==> src/rtl/tagx_pkg.sv <==
package tagx_pkg;

    localparam int XLEN       = 64;
    localparam int IW         = 32;
    localparam int RADDR_W    = 5;
    localparam int IMM_W      = 5;
    localparam int SELK_W     = 4;
    localparam int CR_W       = 4;
    localparam int TAG_LSB    = 20;
    localparam int SO_LSB     = 31;
    localparam int XIDX_W     = $clog2(XLEN);

    localparam logic [5:0]    OP_SEL      = 6'd30;
    localparam logic [5:0]    OP_X        = 6'd31;
    localparam logic [5:0]    XO_TRAP     = 6'd36;
    localparam logic [IW-1:0] SETTAG_WORD = 32'h7C01_03E6;

    typedef enum logic [1:0] {
        K_NONE,
        K_SETTAG,
        K_TRAP,
        K_SEL
    } kind_e;

    typedef struct packed {
        kind_e                kind;
        logic                 a_is_reg;
        logic                 b_is_reg;
        logic                 dot;
        logic [RADDR_W-1:0]   rt;
        logic [RADDR_W-1:0]   fa;
        logic [RADDR_W-1:0]   fb;
        logic [SELK_W-1:0]    k;
    } dec_t;

    typedef struct packed {
        logic [XLEN-1:0]      value;
        logic [CR_W-1:0]      cr;
        logic                 flag;
    } exu_t;

    function automatic logic [XLEN-1:0] sext_imm(input logic [IMM_W-1:0] f);
        return {{(XLEN-IMM_W){f[IMM_W-1]}}, f};
    endfunction

    function automatic logic [XIDX_W-1:0] xer_index(input logic [SELK_W-1:0] k);
        return XIDX_W'(SO_LSB) - XIDX_W'(k);
    endfunction

endpackage

==> src/rtl/tagx_decode.sv <==
module tagx_decode
    import tagx_pkg::*;
(
    input  logic          valid_i,
    input  logic [IW-1:0] instr_i,
    output dec_t          dec_o
);
    logic [5:0] prim;
    logic [4:0] sel_minor;
    logic [5:0] x_minor;
    logic       is_sel;
    logic       is_trap;
    logic       is_set;

    always_comb begin
        prim      = instr_i[31:26];
        sel_minor = instr_i[4:0];
        x_minor   = instr_i[6:1];
        is_set    = (instr_i == SETTAG_WORD);
        is_trap   = !is_set && (prim == OP_X) && (x_minor == XO_TRAP);
        is_sel    = (prim == OP_SEL) && (sel_minor[4:3] == 2'b11);

        dec_o          = '0;
        dec_o.kind     = K_NONE;
        dec_o.rt       = instr_i[20:16];
        dec_o.fa       = instr_i[25:21];
        dec_o.fb       = instr_i[15:11];
        dec_o.k        = instr_i[10:7];
        dec_o.dot      = sel_minor[0];
        dec_o.a_is_reg = sel_minor[2];
        dec_o.b_is_reg = sel_minor[1];
        if (valid_i) begin
            if (is_set)       dec_o.kind = K_SETTAG;
            else if (is_trap) dec_o.kind = K_TRAP;
            else if (is_sel)  dec_o.kind = K_SEL;
        end
    end
endmodule

==> src/rtl/tagx_operand.sv <==
module tagx_operand
    import tagx_pkg::*;
(
    input  logic               is_reg_i,
    input  logic [IMM_W-1:0]   field_i,
    input  logic [XLEN-1:0]    rdata_i,
    output logic [XLEN-1:0]    value_o
);
    always_comb begin
        value_o = is_reg_i ? rdata_i : sext_imm(field_i);
    end
endmodule

==> src/rtl/tagx_select.sv <==
module tagx_select
    import tagx_pkg::*;
(
    input  dec_t               dec_i,
    input  logic [XLEN-1:0]    xer_i,
    input  logic [XLEN-1:0]    ra_data_i,
    input  logic [XLEN-1:0]    rb_data_i,
    output exu_t               exu_o
);
    localparam int NOPND = 2;

    logic [XLEN-1:0] opnd [NOPND];
    logic            pick_reg [NOPND];
    logic [IMM_W-1:0] pick_fld [NOPND];
    logic [XLEN-1:0] pick_dat [NOPND];

    always_comb begin
        pick_reg[0] = dec_i.a_is_reg;
        pick_reg[1] = dec_i.b_is_reg;
        pick_fld[0] = dec_i.fa;
        pick_fld[1] = dec_i.fb;
        pick_dat[0] = ra_data_i;
        pick_dat[1] = rb_data_i;
    end

    for (genvar g = 0; g < NOPND; g++) begin : g_opnd
        tagx_operand u_opnd (
            .is_reg_i (pick_reg[g]),
            .field_i  (pick_fld[g]),
            .rdata_i  (pick_dat[g]),
            .value_o  (opnd[g])
        );
    end

    logic            tested;
    logic [XLEN-1:0] chosen;
    logic            neg, zer;

    always_comb begin
        tested     = xer_i[xer_index(dec_i.k)];
        chosen     = tested ? opnd[0] : opnd[1];
        neg        = chosen[XLEN-1];
        zer        = (chosen == '0);
        exu_o.value = chosen;
        exu_o.cr    = {neg, !neg && !zer, zer, xer_i[SO_LSB]};
        exu_o.flag  = tested;
    end
endmodule

==> src/rtl/tagx_exec.sv <==
module tagx_exec
    import tagx_pkg::*;
(
    input  logic                clk,
    input  logic                rst,
    input  logic                valid_i,
    input  logic [IW-1:0]       instr_i,
    input  logic                tags_active_i,
    input  logic [XLEN-1:0]     xer_i,
    output logic [RADDR_W-1:0]  ra_addr_o,
    output logic [RADDR_W-1:0]  rb_addr_o,
    input  logic [XLEN-1:0]     ra_data_i,
    input  logic [XLEN-1:0]     rb_data_i,
    output logic [XLEN-1:0]     result_o,
    output logic                wr_en_o,
    output logic [RADDR_W-1:0]  wr_addr_o,
    output logic                cr_we_o,
    output logic [CR_W-1:0]     cr_o,
    output logic                xer_we_o,
    output logic [XLEN-1:0]     xer_o,
    output logic                trap_o,
    output logic                illegal_o
);
    localparam logic [XLEN-1:0] TAG_MASK = XLEN'(1) << TAG_LSB;

    dec_t dec;
    exu_t exu;

    tagx_decode u_dec (
        .valid_i (valid_i),
        .instr_i (instr_i),
        .dec_o   (dec)
    );

    tagx_select u_sel (
        .dec_i     (dec),
        .xer_i     (xer_i),
        .ra_data_i (ra_data_i),
        .rb_data_i (rb_data_i),
        .exu_o     (exu)
    );

    assign ra_addr_o = dec.fa;
    assign rb_addr_o = dec.fb;

    logic known, do_sel, do_set, do_trap;

    always_comb begin
        known   = (dec.kind != K_NONE);
        do_sel  = tags_active_i && (dec.kind == K_SEL);
        do_set  = tags_active_i && (dec.kind == K_SETTAG);
        do_trap = tags_active_i && (dec.kind == K_TRAP) && !exu.flag;
    end

    always_ff @(posedge clk) begin
        if (rst) begin
            result_o  <= '0;
            wr_en_o   <= 1'b0;
            wr_addr_o <= '0;
            cr_we_o   <= 1'b0;
            cr_o      <= '0;
            xer_we_o  <= 1'b0;
            xer_o     <= '0;
            trap_o    <= 1'b0;
            illegal_o <= 1'b0;
        end else begin
            result_o  <= do_sel ? exu.value : '0;
            wr_en_o   <= do_sel;
            wr_addr_o <= do_sel ? dec.rt : '0;
            cr_we_o   <= do_sel && dec.dot;
            cr_o      <= (do_sel && dec.dot) ? exu.cr : '0;
            xer_we_o  <= do_set;
            xer_o     <= do_set ? (xer_i | TAG_MASK) : '0;
            trap_o    <= do_trap;
            illegal_o <= known && !tags_active_i;
        end
    end
endmodule

==> config.mk <==
export PLATFORM = sky130hd
export DESIGN_NAME = tagx_exec
export DESIGN_NICKNAME = d
export VERILOG_FILES = /design/src/rtl/tagx_pkg.sv /design/src/rtl/tagx_decode.sv /design/src/rtl/tagx_operand.sv /design/src/rtl/tagx_select.sv /design/src/rtl/tagx_exec.sv
export SDC_FILE = /design/constraint.sdc
export NUM_CORES = 1
export LEC_CHECK = 0
export BUFFER_PORTS_ARGS = -buffer_cell sky130_fd_sc_hd__buf_2
export CAP_MARGIN = 0
export CORE_AREA = 2 2 150 152
export DETAILED_ROUTE_END_ITERATION = 6
export DIE_AREA = 0 0 152 154
export HOLD_SLACK_MARGIN = 0.03
export PLACE_DENSITY = 0.51
export RECOVER_POWER = 100
export SLEW_MARGIN = 20
export SYNTH_ARGS = -nofsm -noshare
export SYNTH_HDL_FRONTEND = slang
export SYNTH_SLANG_ARGS = --single-unit
==> constraint.sdc <==
create_clock -name clk -period 3.67 [get_ports clk]
set_input_delay 0.734 -clock clk [delete_from_list [all_inputs] [get_ports clk]]
set_output_delay 0.734 -clock clk [all_outputs]
set_load 0.05 [all_outputs]
==> run metrics, run 1 <==
status=completed; Synth warnings=0; Seq/Total Area, Yosys=50.0%; fin. max-slew vios=0; final wirelength=25.3 mm; first-pass GRT wire length=37.0 mm; pwr dens=462 nW/µm²; buffers and inverters on the worst path=2; initial antenna violation count=2; share of synthesized registers carrying an async set or reset=0%; Crit path max-delay family=compound AO/OA/AOI/OAI gates; DRC errors left=0; die area=23,400 µm²; cts bufs inserted=17; IO Pins=380; Placed Area=7710 µm²; TNS Setup=0 ns; Clock Sinks=141; Final nets=1,153; Worst Setup SP=instr_i[9]; Mapped Area=5650 µm²; leading post-synthesis cells by cell area=dfxtp_1, a311oi_1, a211oi_1; final worst slack=0.996 ns; Worst-Margin Slew=0.906 ns; Layout Utilization=37.5%; Critical Path End Type=flop; Synth top area share=50.0%; DR vias=6,011; placed instance count=1,186; most common flop cell mapped by yosys=dfxtp_1; maximum vdd drop=273 µV; total gr overflow=0; Fmax=374 MHz; dpl ws=0.820 ns; H-tree Lvls=4; layout cells sized above 1=29.1%; CTS Hold Buffers Added=0; drt first-iter violations=316; CTS clk-pin slew, worst paths=0.07 ns; Post-DP HPWL=19.5 mm; GP Congestion=0.889; CORE AREA=21,700 µm²; total power=3.76 mW; Fin. Hold Viols=0; routed len/inst=20.8 µm; Hold Path Cell Cnt=2; synthesized flop and latch total=141; width of the die=152 µm; Initial Util=26.0%; largest net degree at the start of global routing=78; Syn Area/Cell=9.65 µm²; Worst path max stage delay=0.41 ns; crit path kind=in2reg; final std cells w/o fill=1,220; clk buf depth=2; critical path fanouts, max=77; # resized after CTS=0; die height=154 µm; Worst Hold Launch=rst; global router's overall resource usage=20.6%; setup violators final=0; Leak=3.23 nW; port bufs=379; Synth area leader=dfxtp_1; Root Buffer=clkbuf_16; row cnt=54; CP required=4.00 ns; Period minus WS final=2.67 ns; final hold slack=0.489 ns; critical path launch point type=input pin; Min-Delay Path Class=in2reg; top cells by count, synth=dfxtp_1, and2_1, a211oi_1, nand2_1, a311oi_1; CTS tree=built; Detailed Routing Iterations Pass 1=5; EDFF count, synth=0; P&R area growth vs syn=44.0%; crit path cell chain=clkbuf_1 > mux2i_1 > a221oi_1 > nor2_1 > o21ai_4 > buf_12 > a211oi_1 > a311oi_1; Hold EP=illegal_o$_SDFF_PP0_; vias in the first global route=5,734; post-synthesis cell count=585; Vias/cell=4.93; WP depth=8; Final Cycle Share=72.9%; Max-slew headroom=39.6%; finished layout cell area=8130 µm²; Worst EP arrival=3.01 ns; crit path max-delay cell type=o21ai_4; Post-DRT Antenna Nets=0; Post-Syn Nets=813; Distinct cells, synth=38; RSZ-0062 raised after global routing=no; MaxCap Viol Count=0; count leader, synth=dfxtp_1; Post-CTS Setup Inserts=0
## layout make-up
cell class	count	area (µm²)
repair buffers	390	1830
well taps	280	350
fillers	2361	13600
diodes	2	5.00
clock buffers	17	425
inverters	3	11.3
clock inverters	15	189
flip-flops and latches	141	2820
multi-input cells	372	2500
## worst max path at each step
stage	to	slack, ns
5_1_grt	xer_o[13]$_SDFF_PP0_	0.77
2_1_floorplan	result_o[13]$_SDFF_PP0_	1.40
6_report	result_o[6]$_SDFF_PP0_	1.0
3_3_place_gp	result_o[14]$_SDFF_PP0_	0.89
4_1_cts	result_o[14]$_SDFF_PP0_	1.30
3_5_place_dp	result_o[16]$_SDFF_PP0_	0.82
## routing by layer
| layer | up-vias | track usage [%] | wire [µm] |
|---|---|---|---|
| met3 | 28 | 4.74 | 1720 |
| met5 | - | 0 | 0 |
| li1 | 2878 | - | - |
| met1 | 2841 | 27.3 | 11000 |
| met4 | 0 | 5.87 | 414 |
| met2 | 264 | 33.8 | 12200 |
## power by group
group | total [mW] | internal (mW) | leakage (nW) | switching, mW
logic | 0.452 | 0.174 | 1.79 | 0.279
clock network | 1.77 | 0.928 | 0.298 | 0.846
registers | 1.53 | 1.53 | 1.13 | 0.0000945
total | 3.76 | 2.63 | 3.23 | 1.12
## flip-flops by register name, indices dropped and copies added, names as in the netlist
| name | count |
|---|---|
| xer_we_o | 1 |
| xer_o | 63 |
| result_o | 64 |
| cr_o | 4 |
| cr_we_o | 1 |
| illegal_o | 1 |
| wr_en_o | 1 |
| wr_addr_o | 5 |
| trap_o | 1 |
## cell usage in the layout (no fill, tap or decap), drive strengths merged, types with 2 or more instances in the layout
master / synthesis / final
mux2i: 10 / 10
a221oi: 3 / 3
nand2b: 2 / 2
clkinv: 0 / 8
diode: 0 / 2
nand3: 5 / 5
nor2b: 8 / 8
nor3: 8 / 8
and2: 72 / 72
nor4: 33 / 33
inv: 3 / 10
a311oi: 59 / 59
a211oi: 67 / 67
o32ai: 2 / 2
and3: 2 / 2
a21boi: 2 / 2
nand3b: 3 / 3
a21oi: 5 / 5
buf: 32 / 233
nand2: 63 / 63
dfxtp: 141 / 141
nand4: 6 / 6
o21ai: 3 / 3
mux4: 2 / 2
nor2: 5 / 5
clkbuf: 37 / 174
nor4b: 5 / 5
## cells by family after synthesis
kind of cell	share of synthesized area, %
buffers and inverters	6.14
multiplexers	2.57
flip-flops	50.0
AND/OR/NAND/NOR	21.2
AO/OA/AOI/OAI	20.1
(Power assumes the default switching activity.)
==> inputs of run 2 (changes only) <==
- CORE_AREA: 2 2 150 152 -> 2 2 146 148
- DIE_AREA: 0 0 152 154 -> 0 0 148 150
- PLACE_DENSITY: 0.51 -> 0.54
- clock period: 3.67 -> 2.5 ns (I/O delays scaled with it)
==> run 2 against run 1 <==
Via count up 0.62%; critical path depth unchanged; highest routed layer unchanged; worst setup slack worse by 0.71 ns; sequential power up 47%; clock power up 43%.
==> run metrics, run 2 (same netlist as run 1, synthesis figures left out) <==
status=completed; Vias/cell=4.89; GP Congestion=0.848; clk buf depth=2; Clock Power Share=46.2%; Worst path max stage delay=0.53 ns; crit path max-delay cell type=mux4_2; final wirelength=24.3 mm; Flop pwr share=41.0%; DR vias=6,048; port bufs=379; placed instance count=1,206; Net Sw Frac=29.2%; CTS Hold Buffers Added=0; commonest non-fill, non-tap cell in the layout=buf_2; MaxCap Viol Count=0; Crit path max-delay family=compound AO/OA/AOI/OAI gates; critical path launch point type=input pin; final worst slack=0.286 ns; Worst-Margin Slew=0.742 ns; Final Cycle Share=88.6%; P&R area growth vs syn=46.9%; fin. max-slew vios=0; number of flip-flops in the largest register=64; combinational power share=12.9%; final hold slack=0.254 ns; initial antenna violation count=1; global router's overall resource usage=21.0%; CTS tree=built; die area=22,200 µm²; TNS Setup=0 ns; Min-Delay Path Class=in2reg; Post-DRT Antenna Nets=0; Leak=3.35 nW; Clock Sinks=141; Initial Util=27.3%; Fmax=452 MHz; commonest cells after routing, fill and taps aside=buf_2, clkbuf_1, dfxtp_1; layout cells sized above 1=30.4%; largest net degree at the start of global routing=65; Root Buffer=clkbuf_16; CORE AREA=20,700 µm²; pwr dens=661 nW/µm²; Post-CTS Setup Inserts=0; RSZ-0062 raised after global routing=no; die height=150 µm; vias in the first global route=5,897; fill cell count=2,233; Critical Path End Type=flop; Switch Pwr=1.60 mW; row cnt=53; Post-DP HPWL=19.1 mm; IO Pins=380; total gr overflow=0; maximum vdd drop=345 µV; Detailed Routing Iterations Pass 1=5; # resized after CTS=0; critical path fanouts, max=28; DRC errors left=0; Worst EP arrival=2.50 ns; largest register by flop count=result_o; CTS clk-pin slew, worst paths=0.07 ns; drt first-iter violations=264; dpl ws=0.0455 ns; n_diodes=0; Fin. Hold Viols=0; crit path cell chain=clkbuf_1 > mux4_2 > a22oi_1 > o21ai_4 > buf_12 > clkbuf_2 > a211oi_1 > a311oi_1; Max-slew headroom=50.7%; crit path kind=in2reg; cts bufs inserted=17; Final nets=1,178; final std cells w/o fill=1,238; Period minus WS final=2.21 ns; H-tree Lvls=4; buffers and inverters on the worst path=3; Internal Power=3.88 mW; width of the die=148 µm; setup violators final=0; routed len/inst=19.6 µm; first-pass GRT wire length=35.2 mm; CP required=2.79 ns; total power=5.48 mW; Largest regs=result_o (64), xer_o (63), wr_addr_o (5)
[run 2: cell count changes in the layout (fill, tap and decap cells not counted), moves of 3 or more]
cell / delta
buf_4: +16
and2_0: -13
and2_1: +13
clkbuf_1: +4
clkinv_8: -4
buf_12: +3
[run 2: layer usage]
| layer | track usage [%] | vias up | share of wire [%] |
|---|---|---|---|
| li1 | - | 2926 | - |
| met1 | 25.6 | 2818 | 41 |
| met2 | 36.0 | 274 | 50 |
| met3 | 5.91 | 30 | 7.4 |
| met4 | 6.29 | 0 | 1.8 |
| met5 | 0 | - | 0 |
[run 2: cell type report]
type                            instances  area, µm²  share of cell area (%)
Timing Repair Buffer                  415       2040                    24.5
Clock inverter                         15        161                    1.95
Sequential cell                       141       2820                    34.0
Clock buffer                           17        425                    5.13
Multi-Input combinational cell        372       2500                    30.1
Tap cell                              275        344                    4.15
Inverter                                3       11.3                   0.136
[run 2: metrics by stage]
stage,cell area [µm²],utilization (%)
global placement,7960,38.5
floorplan,5650,-
global route,8300,40.1
CTS,8550,41.3
detailed placement,7960,38.5
finish,8300,40.1
[run 2: final timing paths]
kind / slack (ns) / depth (start not counted) / to / startpoint
hold / removal: 0.25 / 2 / illegal_o$_SDFF_PP0_ / tags_active_i
setup / recovery: 0.29 / 8 / result_o[19]$_SDFF_PP0_ / instr_i[7]
[run 2: power by group through the flow]
stage | logic (mW) | clock network, mW | registers [mW]
2_1_floorplan | 0.338 | 0 | 2.30
3_3_place_gp | 0.718 | 0 | 2.30
3_5_place_dp | 0.721 | 0 | 2.30
4_1_cts | 0.725 | 2.59 | 2.24
5_1_grt | 0.765 | 2.69 | 2.24
6_report | 0.705 | 2.53 | 2.25
